`config.mk`:
```
export PLATFORM = sky130hd
export DESIGN_NAME = irq_accept_unit
export DESIGN_NICKNAME = d
export VERILOG_FILES = /design/src/rtl/irq_accept_pkg.sv /design/src/rtl/irq_vec_regs.sv /design/src/rtl/irq_arbiter.sv /design/src/rtl/irq_accept_unit.sv
export SDC_FILE = /design/constraint.sdc
export NUM_CORES = 1
export LEC_CHECK = 0
export ABC_AREA = 1
export BUFFER_PORTS_ARGS = -buffer_cell sky130_fd_sc_hd__clkbuf_2
export CAP_MARGIN = 20
export CORE_MARGIN = 4
export CORE_UTILIZATION = 35
export CTS_CLUSTER_SIZE = 30
export DETAILED_ROUTE_END_ITERATION = 16
export PLACE_DENSITY = 0.62
export SLEW_MARGIN = 5
export SYNTH_ARGS = -nofsm -noshare
export SYNTH_HDL_FRONTEND = slang
export SYNTH_SLANG_ARGS = --single-unit
```
`constraint.sdc`:
```
create_clock -name clk -period 1.9 [get_ports clk]
set_input_delay 0.38 -clock clk [delete_from_list [all_inputs] [get_ports clk]]
set_output_delay 0.38 -clock clk [all_outputs]
set_load 0.01 [all_outputs]
```
`src/rtl/irq_accept_pkg.sv`:
```
package irq_accept_pkg;

    // Kind of exception reported with the take strobe
    typedef enum logic [1:0] {
        TK_NONE    = 2'd0,
        TK_RESTART = 2'd1,
        TK_NMI     = 2'd2,
        TK_LEVEL   = 2'd3
    } take_kind_e;

endpackage

```
`src/rtl/irq_vec_regs.sv`:
```
module irq_vec_regs #(
    parameter int                   NUM_VEC  = 7,
    parameter int                   VEC_W    = 16,
    parameter int                   ADDR_W   = 7,
    parameter int                   SIZE_W   = 3,
    parameter int                   WR_BYTES = 2,
    parameter logic [ADDR_W-1:0]    CTRL_OFF = 7'h20,
    parameter logic [ADDR_W-1:0]    MODE_OFF = 7'h40,
    parameter logic [VEC_W-1:0]     CTRL_VAL = 16'h0000,
    parameter logic [VEC_W-1:0]     MODE_VAL = 16'h0003
) (
    input  logic                          clk,
    input  logic                          rst_n,
    input  logic [ADDR_W-1:0]             bus_addr,
    input  logic                          bus_rd,
    input  logic                          bus_wr,
    input  logic [SIZE_W-1:0]             bus_bytes,
    input  logic [VEC_W-1:0]              bus_wdata,
    output logic [VEC_W-1:0]              bus_rdata,
    output logic [NUM_VEC-1:0][VEC_W-1:0] vec_out
);

    localparam logic [SIZE_W-1:0] WR_SIZE = SIZE_W'(WR_BYTES);

    typedef struct packed {
        logic [NUM_VEC-1:0][VEC_W-1:0] vec;
        logic [VEC_W-1:0]              rdata;
    } regs_t;

    regs_t s_d, s_q;

    // One address comparator per vector register, stride of four bytes
    logic [NUM_VEC-1:0] hit;
    for (genvar g = 0; g < NUM_VEC; g++) begin : g_dec
        assign hit[g] = (bus_addr == ADDR_W'(4 * g));
    end

    logic wr_ok;
    assign wr_ok = bus_wr && (bus_bytes == WR_SIZE);

    always_comb begin
        s_d       = s_q;
        s_d.rdata = '0;
        if (bus_rd) begin
            for (int k = 0; k < NUM_VEC; k++) begin
                if (hit[k]) begin
                    s_d.rdata = s_q.vec[k];
                end
            end
            if (bus_addr == CTRL_OFF) begin
                s_d.rdata = CTRL_VAL;
            end
            if (bus_addr == MODE_OFF) begin
                s_d.rdata = MODE_VAL;
            end
        end
        if (wr_ok) begin
            for (int k = 0; k < NUM_VEC; k++) begin
                if (hit[k]) begin
                    s_d.vec[k] = bus_wdata;
                end
            end
        end
    end

    always_ff @(posedge clk or negedge rst_n) begin
        if (!rst_n) begin
            s_q <= '0;
        end else begin
            s_q <= s_d;
        end
    end

    assign bus_rdata = s_q.rdata;
    assign vec_out   = s_q.vec;

    AST_BAD_SIZE_NO_WRITE: assert property (@(posedge clk) disable iff (!rst_n)
        (bus_wr && (bus_bytes != WR_SIZE)) |=> $stable(vec_out)) else $error("size");

    AST_IDLE_READ_ZERO: assert property (@(posedge clk) disable iff (!rst_n)
        !bus_rd |=> (bus_rdata == '0)) else $error("idle rdata");

endmodule

```
`src/rtl/irq_arbiter.sv`:
```
module irq_arbiter
    import irq_accept_pkg::*;
#(
    parameter int               LVL_W      = 3,
    parameter int               NUM_VEC    = 7,
    parameter int               VEC_W      = 16,
    parameter int               PC_W       = 32,
    parameter int               OFF_W      = 4,
    parameter int               PC_PUSH    = 4,
    parameter int               PSW_PUSH   = 8,
    parameter logic [PC_W-1:0]  VEC_BASE   = 32'h4000_0000,
    parameter logic [PC_W-1:0]  NMI_PC     = 32'h4000_0008,
    parameter logic [PC_W-1:0]  RESTART_PC = 32'h0000_0000
) (
    input  logic                          clk,
    input  logic                          rst_n,
    input  logic                          restart_req,
    input  logic                          nmi_req,
    input  logic [LVL_W-1:0]              lvl_in,
    input  logic [LVL_W-1:0]              psw_lm,
    input  logic                          psw_ie,
    input  logic [NUM_VEC-1:0][VEC_W-1:0] vec_in,
    output logic                          take,
    output take_kind_e                    kind,
    output logic [PC_W-1:0]               take_pc,
    output logic [LVL_W-1:0]              new_lm,
    output logic                          new_ie,
    output logic                          ack_valid,
    output logic [LVL_W-1:0]              ack_level,
    output logic [OFF_W-1:0]              pc_push_off,
    output logic [OFF_W-1:0]              psw_push_off
);

    localparam logic [LVL_W-1:0] NO_REQ = LVL_W'((1 << LVL_W) - 1);

    typedef struct packed {
        logic             rst_p;
        logic             nmi_p;
        logic [LVL_W-1:0] lvl;
        logic             take;
        take_kind_e       kind;
        logic [PC_W-1:0]  pc;
        logic [LVL_W-1:0] lm;
        logic             ie;
        logic             ack;
        logic [LVL_W-1:0] ack_lvl;
        logic [OFF_W-1:0] pc_off;
        logic [OFF_W-1:0] psw_off;
    } arb_t;

    arb_t s_d, s_q;
    logic lvl_ok;

    always_comb begin
        lvl_ok      = psw_ie && (s_q.lvl < psw_lm);
        s_d         = s_q;
        s_d.lvl     = lvl_in;
        s_d.take    = 1'b0;
        s_d.kind    = TK_NONE;
        s_d.pc      = '0;
        s_d.lm      = '0;
        s_d.ie      = 1'b0;
        s_d.ack     = 1'b0;
        s_d.ack_lvl = '0;
        s_d.pc_off  = '0;
        s_d.psw_off = '0;
        if (s_q.rst_p) begin
            s_d.rst_p = 1'b0;
            s_d.take  = 1'b1;
            s_d.kind  = TK_RESTART;
            s_d.pc    = RESTART_PC;
            s_d.lm    = NO_REQ;
        end else if (s_q.nmi_p) begin
            s_d.nmi_p   = 1'b0;
            s_d.take    = 1'b1;
            s_d.kind    = TK_NMI;
            s_d.pc      = NMI_PC;
            s_d.lm      = psw_lm;
            s_d.pc_off  = OFF_W'(PC_PUSH);
            s_d.psw_off = OFF_W'(PSW_PUSH);
        end else if (lvl_ok) begin
            s_d.take    = 1'b1;
            s_d.kind    = TK_LEVEL;
            s_d.pc      = VEC_BASE + PC_W'(vec_in[s_q.lvl]);
            s_d.lm      = s_q.lvl;
            s_d.ack     = 1'b1;
            s_d.ack_lvl = s_q.lvl;
            s_d.pc_off  = OFF_W'(PC_PUSH);
            s_d.psw_off = OFF_W'(PSW_PUSH);
        end
        // A new pulse is never lost, even in the cycle of its own take
        s_d.rst_p = s_d.rst_p | restart_req;
        s_d.nmi_p = s_d.nmi_p | nmi_req;
    end

    always_ff @(posedge clk or negedge rst_n) begin
        if (!rst_n) begin
            s_q     <= '0;
            s_q.lvl <= NO_REQ;
        end else begin
            s_q <= s_d;
        end
    end

    assign take         = s_q.take;
    assign kind         = s_q.kind;
    assign take_pc      = s_q.pc;
    assign new_lm       = s_q.lm;
    assign new_ie       = s_q.ie;
    assign ack_valid    = s_q.ack;
    assign ack_level    = s_q.ack_lvl;
    assign pc_push_off  = s_q.pc_off;
    assign psw_push_off = s_q.psw_off;

    AST_RESTART_FIRST: assert property (@(posedge clk) disable iff (!rst_n)
        (take && kind != TK_RESTART) |-> !$past(s_q.rst_p)) else $error("prio");

    AST_NMI_CLEARED: assert property (@(posedge clk) disable iff (!rst_n)
        (take && kind == TK_NMI) |-> (!s_q.nmi_p || $past(nmi_req))) else $error("nmi clr");

    AST_LEVEL_MASKED: assert property (@(posedge clk) disable iff (!rst_n)
        (take && kind == TK_LEVEL) |-> ($past(psw_ie) && (ack_level < $past(psw_lm))))
        else $error("mask");

    AST_ACK_MATCHES_PENDING: assert property (@(posedge clk) disable iff (!rst_n)
        ack_valid |-> (ack_level == $past(s_q.lvl))) else $error("ack");

    AST_LEVEL_KEPT: assert property (@(posedge clk) disable iff (!rst_n)
        (take && kind == TK_LEVEL) |-> (s_q.lvl == $past(lvl_in))) else $error("keep");

endmodule

```
`src/rtl/irq_accept_unit.sv`:
```
module irq_accept_unit
    import irq_accept_pkg::*;
#(
    parameter int               LVL_W      = 3,
    parameter int               VEC_W      = 16,
    parameter int               ADDR_W     = 7,
    parameter int               SIZE_W     = 3,
    parameter int               PC_W       = 32,
    parameter int               OFF_W      = 4,
    parameter logic [PC_W-1:0]  VEC_BASE   = 32'h4000_0000,
    parameter logic [PC_W-1:0]  NMI_PC     = 32'h4000_0008,
    parameter logic [PC_W-1:0]  RESTART_PC = 32'h0000_0000,
    parameter logic [VEC_W-1:0] CTRL_VAL   = 16'h0000,
    parameter logic [VEC_W-1:0] MODE_VAL   = 16'h0003
) (
    input  logic              clk,
    input  logic              rst_n,
    input  logic              restart_req,
    input  logic              nmi_req,
    input  logic [LVL_W-1:0]  lvl_pend,
    input  logic [LVL_W-1:0]  psw_lm,
    input  logic              psw_ie,
    input  logic [ADDR_W-1:0] bus_addr,
    input  logic              bus_rd,
    input  logic              bus_wr,
    input  logic [SIZE_W-1:0] bus_bytes,
    input  logic [VEC_W-1:0]  bus_wdata,
    output logic [VEC_W-1:0]  bus_rdata,
    output logic              take,
    output logic [1:0]        take_kind,
    output logic [PC_W-1:0]   take_pc,
    output logic [LVL_W-1:0]  new_lm,
    output logic              new_ie,
    output logic              ack_valid,
    output logic [LVL_W-1:0]  ack_level,
    output logic [OFF_W-1:0]  pc_push_off,
    output logic [OFF_W-1:0]  psw_push_off
);

    // One vector per level below the "nothing pending" code
    localparam int NUM_VEC = (1 << LVL_W) - 1;

    logic [NUM_VEC-1:0][VEC_W-1:0] vec_w;
    take_kind_e                    kind_w;

    irq_vec_regs #(
        .NUM_VEC  (NUM_VEC),
        .VEC_W    (VEC_W),
        .ADDR_W   (ADDR_W),
        .SIZE_W   (SIZE_W),
        .WR_BYTES (2),
        .CTRL_OFF (ADDR_W'(32)),
        .MODE_OFF (ADDR_W'(64)),
        .CTRL_VAL (CTRL_VAL),
        .MODE_VAL (MODE_VAL)
    ) regs_i (
        .clk       (clk),
        .rst_n     (rst_n),
        .bus_addr  (bus_addr),
        .bus_rd    (bus_rd),
        .bus_wr    (bus_wr),
        .bus_bytes (bus_bytes),
        .bus_wdata (bus_wdata),
        .bus_rdata (bus_rdata),
        .vec_out   (vec_w)
    );

    irq_arbiter #(
        .LVL_W      (LVL_W),
        .NUM_VEC    (NUM_VEC),
        .VEC_W      (VEC_W),
        .PC_W       (PC_W),
        .OFF_W      (OFF_W),
        .PC_PUSH    (4),
        .PSW_PUSH   (8),
        .VEC_BASE   (VEC_BASE),
        .NMI_PC     (NMI_PC),
        .RESTART_PC (RESTART_PC)
    ) arb_i (
        .clk          (clk),
        .rst_n        (rst_n),
        .restart_req  (restart_req),
        .nmi_req      (nmi_req),
        .lvl_in       (lvl_pend),
        .psw_lm       (psw_lm),
        .psw_ie       (psw_ie),
        .vec_in       (vec_w),
        .take         (take),
        .kind         (kind_w),
        .take_pc      (take_pc),
        .new_lm       (new_lm),
        .new_ie       (new_ie),
        .ack_valid    (ack_valid),
        .ack_level    (ack_level),
        .pc_push_off  (pc_push_off),
        .psw_push_off (psw_push_off)
    );

    assign take_kind = kind_w;

endmodule

```
=== Word-level counts from Yosys, hierarchy flattened ===
Index checks and enable logic that the tools add are counted.

* Register bits: 183
* Bits in latches: 0
* Bits in writable memories: 0
* Memory bits (read-only): 0
* Bits of input ports: 39
* Output and inout bits: 67
* Word-level logic and storage cells: 62
* Memories: 0

* Add/sub/neg operators: 1
* Multipliers: 0
* Div/mod/pow operators: 0
* Order comparisons: 2
* Equal/unequal tests: 9
* Shift operators: 0
* Mux-type cells: 20
* Bitwise operators: 1
* Reductions and logical operators: 10

{| class="wikitable"
|+ Operators by type and width
! kind !! count
|-
| $mux W16 || 11
|-
| $mux W38 || 3
|-
| $bmux W16 S3 || 1
|-
| $add A31 B16 Y32 const A || 1
|-
| $mux W12 || 2
|-
| $eq A7 B5 Y1 const B || 3
|-
| $eq A7 B4 Y1 const B || 2
|-
| $reduce_and A2 Y1 || 7
|-
| $mux W8 || 1
|-
| $eq A7 B3 Y1 const B || 1
|-
| $eq A7 B6 Y1 const B || 1
|-
| $eq A7 B7 Y1 const B || 1
|-
| $logic_not A7 Y1 || 1
|-
| $lt A3 B4 Y1 const B || 1
|-
| $mux W4 || 1
|-
| $eq A3 B2 Y1 const B || 1
|-
| $lt A3 B3 Y1 || 1
|-
| $logic_and A1 B1 Y1 || 2
|-
| $mux W1 || 1
|-
| $or A1 B1 Y1 || 1
|}

=== Longest topological paths before layout ===
* Depth in word-level cells: 11
* Gate-level depth with buffers: 11
* Gate-level depth less buffers: 9

=== Modules after synthesis ===
From an unflattened synthesis, not the netlist that was laid out.

* Cells, all modules: 1071
* Area, all modules: 8210.4 sq um

{| class="wikitable"
|+ Modules (own cells, without submodules)
! module !! times used !! cells each !! area an instance (sq um) !! seq. area each (sq um)
|-
| irq_vec_regs || 1 || 702 || 5705.5 || 3203.1
|-
| irq_arbiter || 1 || 369 || 2504.9 || 804.5
|}

=== Worst setup path after synthesis ===
No wires, ideal clock.

* Path kind: register to register
* Start point: reg arb_i.s_q[53] (netlist bit)
* End point: reg arb_i.s_q (netlist bit arb_i.take_pc[11])
* Setup time: 69 ps
* Arrival: 1469 ps
* Data required time: 1831 ps
* Path slack: 362 ps
* Cell stages (with the launch flop): 9
* Buffers on the path: 1
* Clock period less this slack: 1538 ps
* Path through: dfstp_2 > ha_1 > a21boi_1 > nor3_2 > nand2_2 > inv_2 > nand2_4 > buf_6 > nor2_2

{| class="wikitable"
|+ RTL lines
! element !! line !! text
|-
| from (decl) || irq_arbiter.sv:51 || <nowiki>arb_t s_d, s_q;</nowiki>
|}

==> results_dict.tcl <==
set metrics [dict create \
    fp.dieW_um 159.8 \
    hpwl_um 14850 \
    slowest_stage "dfstp_2" \
    via_count 6627 \
    ys_seq_area_share_pct 49.38 \
    route.detailed.drc 0 \
    crit_family "simple AND/OR/NAND/NOR gates" \
    hold_violations 0 \
    worst_r2r_endpoint "arb_i.take_pc[6]" \
    diodes 0 \
    numCtsBuffers 17 \
    grt_pass1_vias 6340 \
    fin_crit_sh_pct 92.87 \
    synth_most_common_cell "nand2_1" \
    port_buffers 83 \
    cts_tree "done" \
    die-height_um 159.8 \
    grtUsageMet2_pct 23.47 \
    reg2reg_from "arb_i.s_q[52]" \
    p_per_area_nw_per_um2 823.8 \
    grt-busiest-layer "met1" \
    worst-path-max-fanout 19 \
    skew_ps 5.311 \
    clk_latency_ps 430 \
    synth.distinct_cells 33 \
    peakVddDrop_mv 0.5440 \
    synthesis.area_um2 8065 \
    first_pass_iters 5 \
    grt_usage_pct 16.58 \
    r2r_slack_ps 140 \
    power_mw 7.616 \
    numClockSinks 159 \
    grt_max_degree 57 \
    worstHoldStart "lvl_pend[2]" \
    final_layout_size_suffix_gt1_share_pct 17.40 \
    hold_depth 1 \
    synth_edf_count 0 \
    start_util_pct 35.62 \
    hold-path-endpoint "arb_i.s_q[53]" \
    grt_pass1_wl_um 34490 \
    critical-path-max-stage-delay_ps 590 \
    core-area_um2 22640 \
    critPathKind "reg2reg" \
    startpoint_type "flop" \
    ys_seq_elements 159 \
    setup_viol 0 \
    maxCapViolations 0 \
    synth_top_area_share_pct 48.40 \
    routed_wl_um 20710 \
    gr-total-overflow 0 \
    use_met3_pct 3.561 \
    num_rows 55 \
    gp_congestion 0.7834 \
    fin_nets 1120 \
    ant_nets 0 \
    io_pins 106 \
    drt_iter0_drc 640 \
    avgRoutedWirePerCell_um 15.04 \
    synthFlopType "dfrtp_1" \
    ys_top_cells_by_area "dfrtp_1 (48%), nand2_1 (12%), o21ai_0 (8.7%)" \
    slew_headroom_pct 64.94 \
    crit_required_ps 2250 \
    arrival_ps 2120 \
    path_clk_slew_ps 60 \
    maxSlewViolCount 0 \
    antenna_found_initial 0 \
    leakagePower_nw 4.454 \
    finalWorstSetupSlack_ps 135.4 \
    htreeDepth 4 \
    hold_path_class "in2reg" \
    status "finished, final reports clean" \
    grtUsageMet1_pct 25.21 \
    async_flop_share_pct 100.0 \
    pre_cts_ws_ps 102.5 \
    cp_num_buf_inv 1 \
    clk_path_buf_depth 2 \
    end_kind "flop" \
    syn2layout_area_growth_pct 14.63 \
    clock.fmax_mhz 566.7 \
    yosys_warnings 0 \
    cts_root_buf "clkbuf_16" \
    tightest_slew_ps 525.3 \
    viasPerCell 4.813 \
    synth_commonest_cells "nand2_1 (250), dfrtp_1 (156), o21ai_0 (140)" \
    die_area_um2 25540 \
    rsz0062_at_grt "true" \
    whs_ps 29.42 \
    cp_cell_sequence "ha_1, nand2_1, a21boi_1, nor3_2, nand2_2, inv_2, nand2_8, nor2_1" \
    syn_area_per_cell_um2 7.853 \
    reg2regPathDepth 8 \
    netlist_instances 1027 \
    synth_top_area_cell "dfrtp_1" \
    fin_crit_ps 1765 \
]
## power breakdown
group	switching (mW)	internal (mW)
logic	0.400	0.176
clock network	1.38	2.17
registers	0.0407	3.45
total	1.82	5.79
## timing repair
item                                    4_1_cts  5_1_grt
buffers inserted                              0        1
endpoints found under the setup margin        0       19
endpoints found under the hold margin        36        0
resized for setup                             0        5
hold buffers                                  1        0
## worst reg2reg max path, cell delays in order, from the launching register on
cell	delay, ps
dfstp_2	590
ha_1	250
nand2_1	70
a21boi_1	70
nor3_2	200
nand2_2	120
inv_2	110
nand2_8	120
nor2_1	150
## cells by family after synthesis
kind of cell / count (synthesis) / share of synthesized area, %
other: 1 / 0.04650
AOI/OAI and AO/OA: 248 / 16.17
buffers and inverters: 216 / 13.08
DFF: 159 / 49.38
adders and majority gates: 2 / 0.3102
and+or+nand+nor: 401 / 21.02
## per-layer routing
metal,vias to the layer above,share of wire (%)
met3,27,7.1
li1,3306,-
met4,0,1.5
met5,-,0
met1,3070,49
met2,224,42
## flip-flops by register name (all words and copies together), names as in the netlist
| signal | cells |
|---|---|
| arb_i.take_pc | 16 |
| arb_i.ack_valid | 1 |
| arb_i.s_q | 5 |
| arb_i.new_lm | 3 |
| arb_i.ack_level | 3 |
| regs_i.bus_rdata | 16 |
| regs_i.vec_out | 112 |
| arb_i.take | 1 |
| arb_i.kind | 2 |
## placed cells by master (no fill, tap or decap), types with 3 or more instances in the layout
master     instances
nor2_2            12
o211ai_1          10
nand4_1           15
buf_12             8
dfrtp_1          156
o21ai_2            6
nand2_1          250
o21ai_0          136
conb_1            22
nor2_4             3
nand3_1           21
dfstp_2            3
buf_4             21
o21ai_1           48
clkbuf_2          82
a211oi_1           4
clkbuf_16         17
bufinv_16          3
a21oi_1           42
inv_1            102
clkbuf_8           3
nand2_2            6
nor2_1            86
clkinv_2           4
inv_2             12
## worst max-delay path by stage
stage	from	endpoint	slack, ps	cells past startpoint
4_1_cts	arb_i.s_q[52]	arb_i.take_pc[6]	90	8
6_report	arb_i.s_q[52]	arb_i.take_pc[6]	140	8
2_1_floorplan	arb_i.s_q[53]	arb_i.take_pc[11]	360	8
5_1_grt	arb_i.s_q[51]	arb_i.take_pc[5]	-10	7
3_5_place_dp	arb_i.s_q[51]	arb_i.take_pc[6]	100	9
3_3_place_gp	bus_addr[1]	regs_i.bus_rdata[2]	140	9
## layout make-up
type | instances | area [um2]
clock buffers | 22 | 474.2
clock inverters | 10 | 135.1
fillers | 2306 | 13400
inverters | 115 | 431.7
multi-input cells | 673 | 3115
flip-flops and latches | 159 | 3983
well taps | 285 | 356.6
repair buffers | 113 | 749.5
## metrics by stage
| stage | setup TNS (ps) | cell area, um2 | utilization [%] | std cells |
|---|---|---|---|---|
| 3_5_place_dp | 0 | 8610 | 38.03 | 1343 |
| 6_report | 0 | 9245 | 40.83 | 1377 |
| 5_1_grt | -13.89 | 9245 | 40.83 | 1377 |
| 3_3_place_gp | 0 | 8610 | 38.03 | 1343 |
| 2_1_floorplan | 0 | 8144 | - | 1048 |
| 4_1_cts | 0 | 9229 | 40.76 | 1376 |
(Power assumes the default switching activity.)
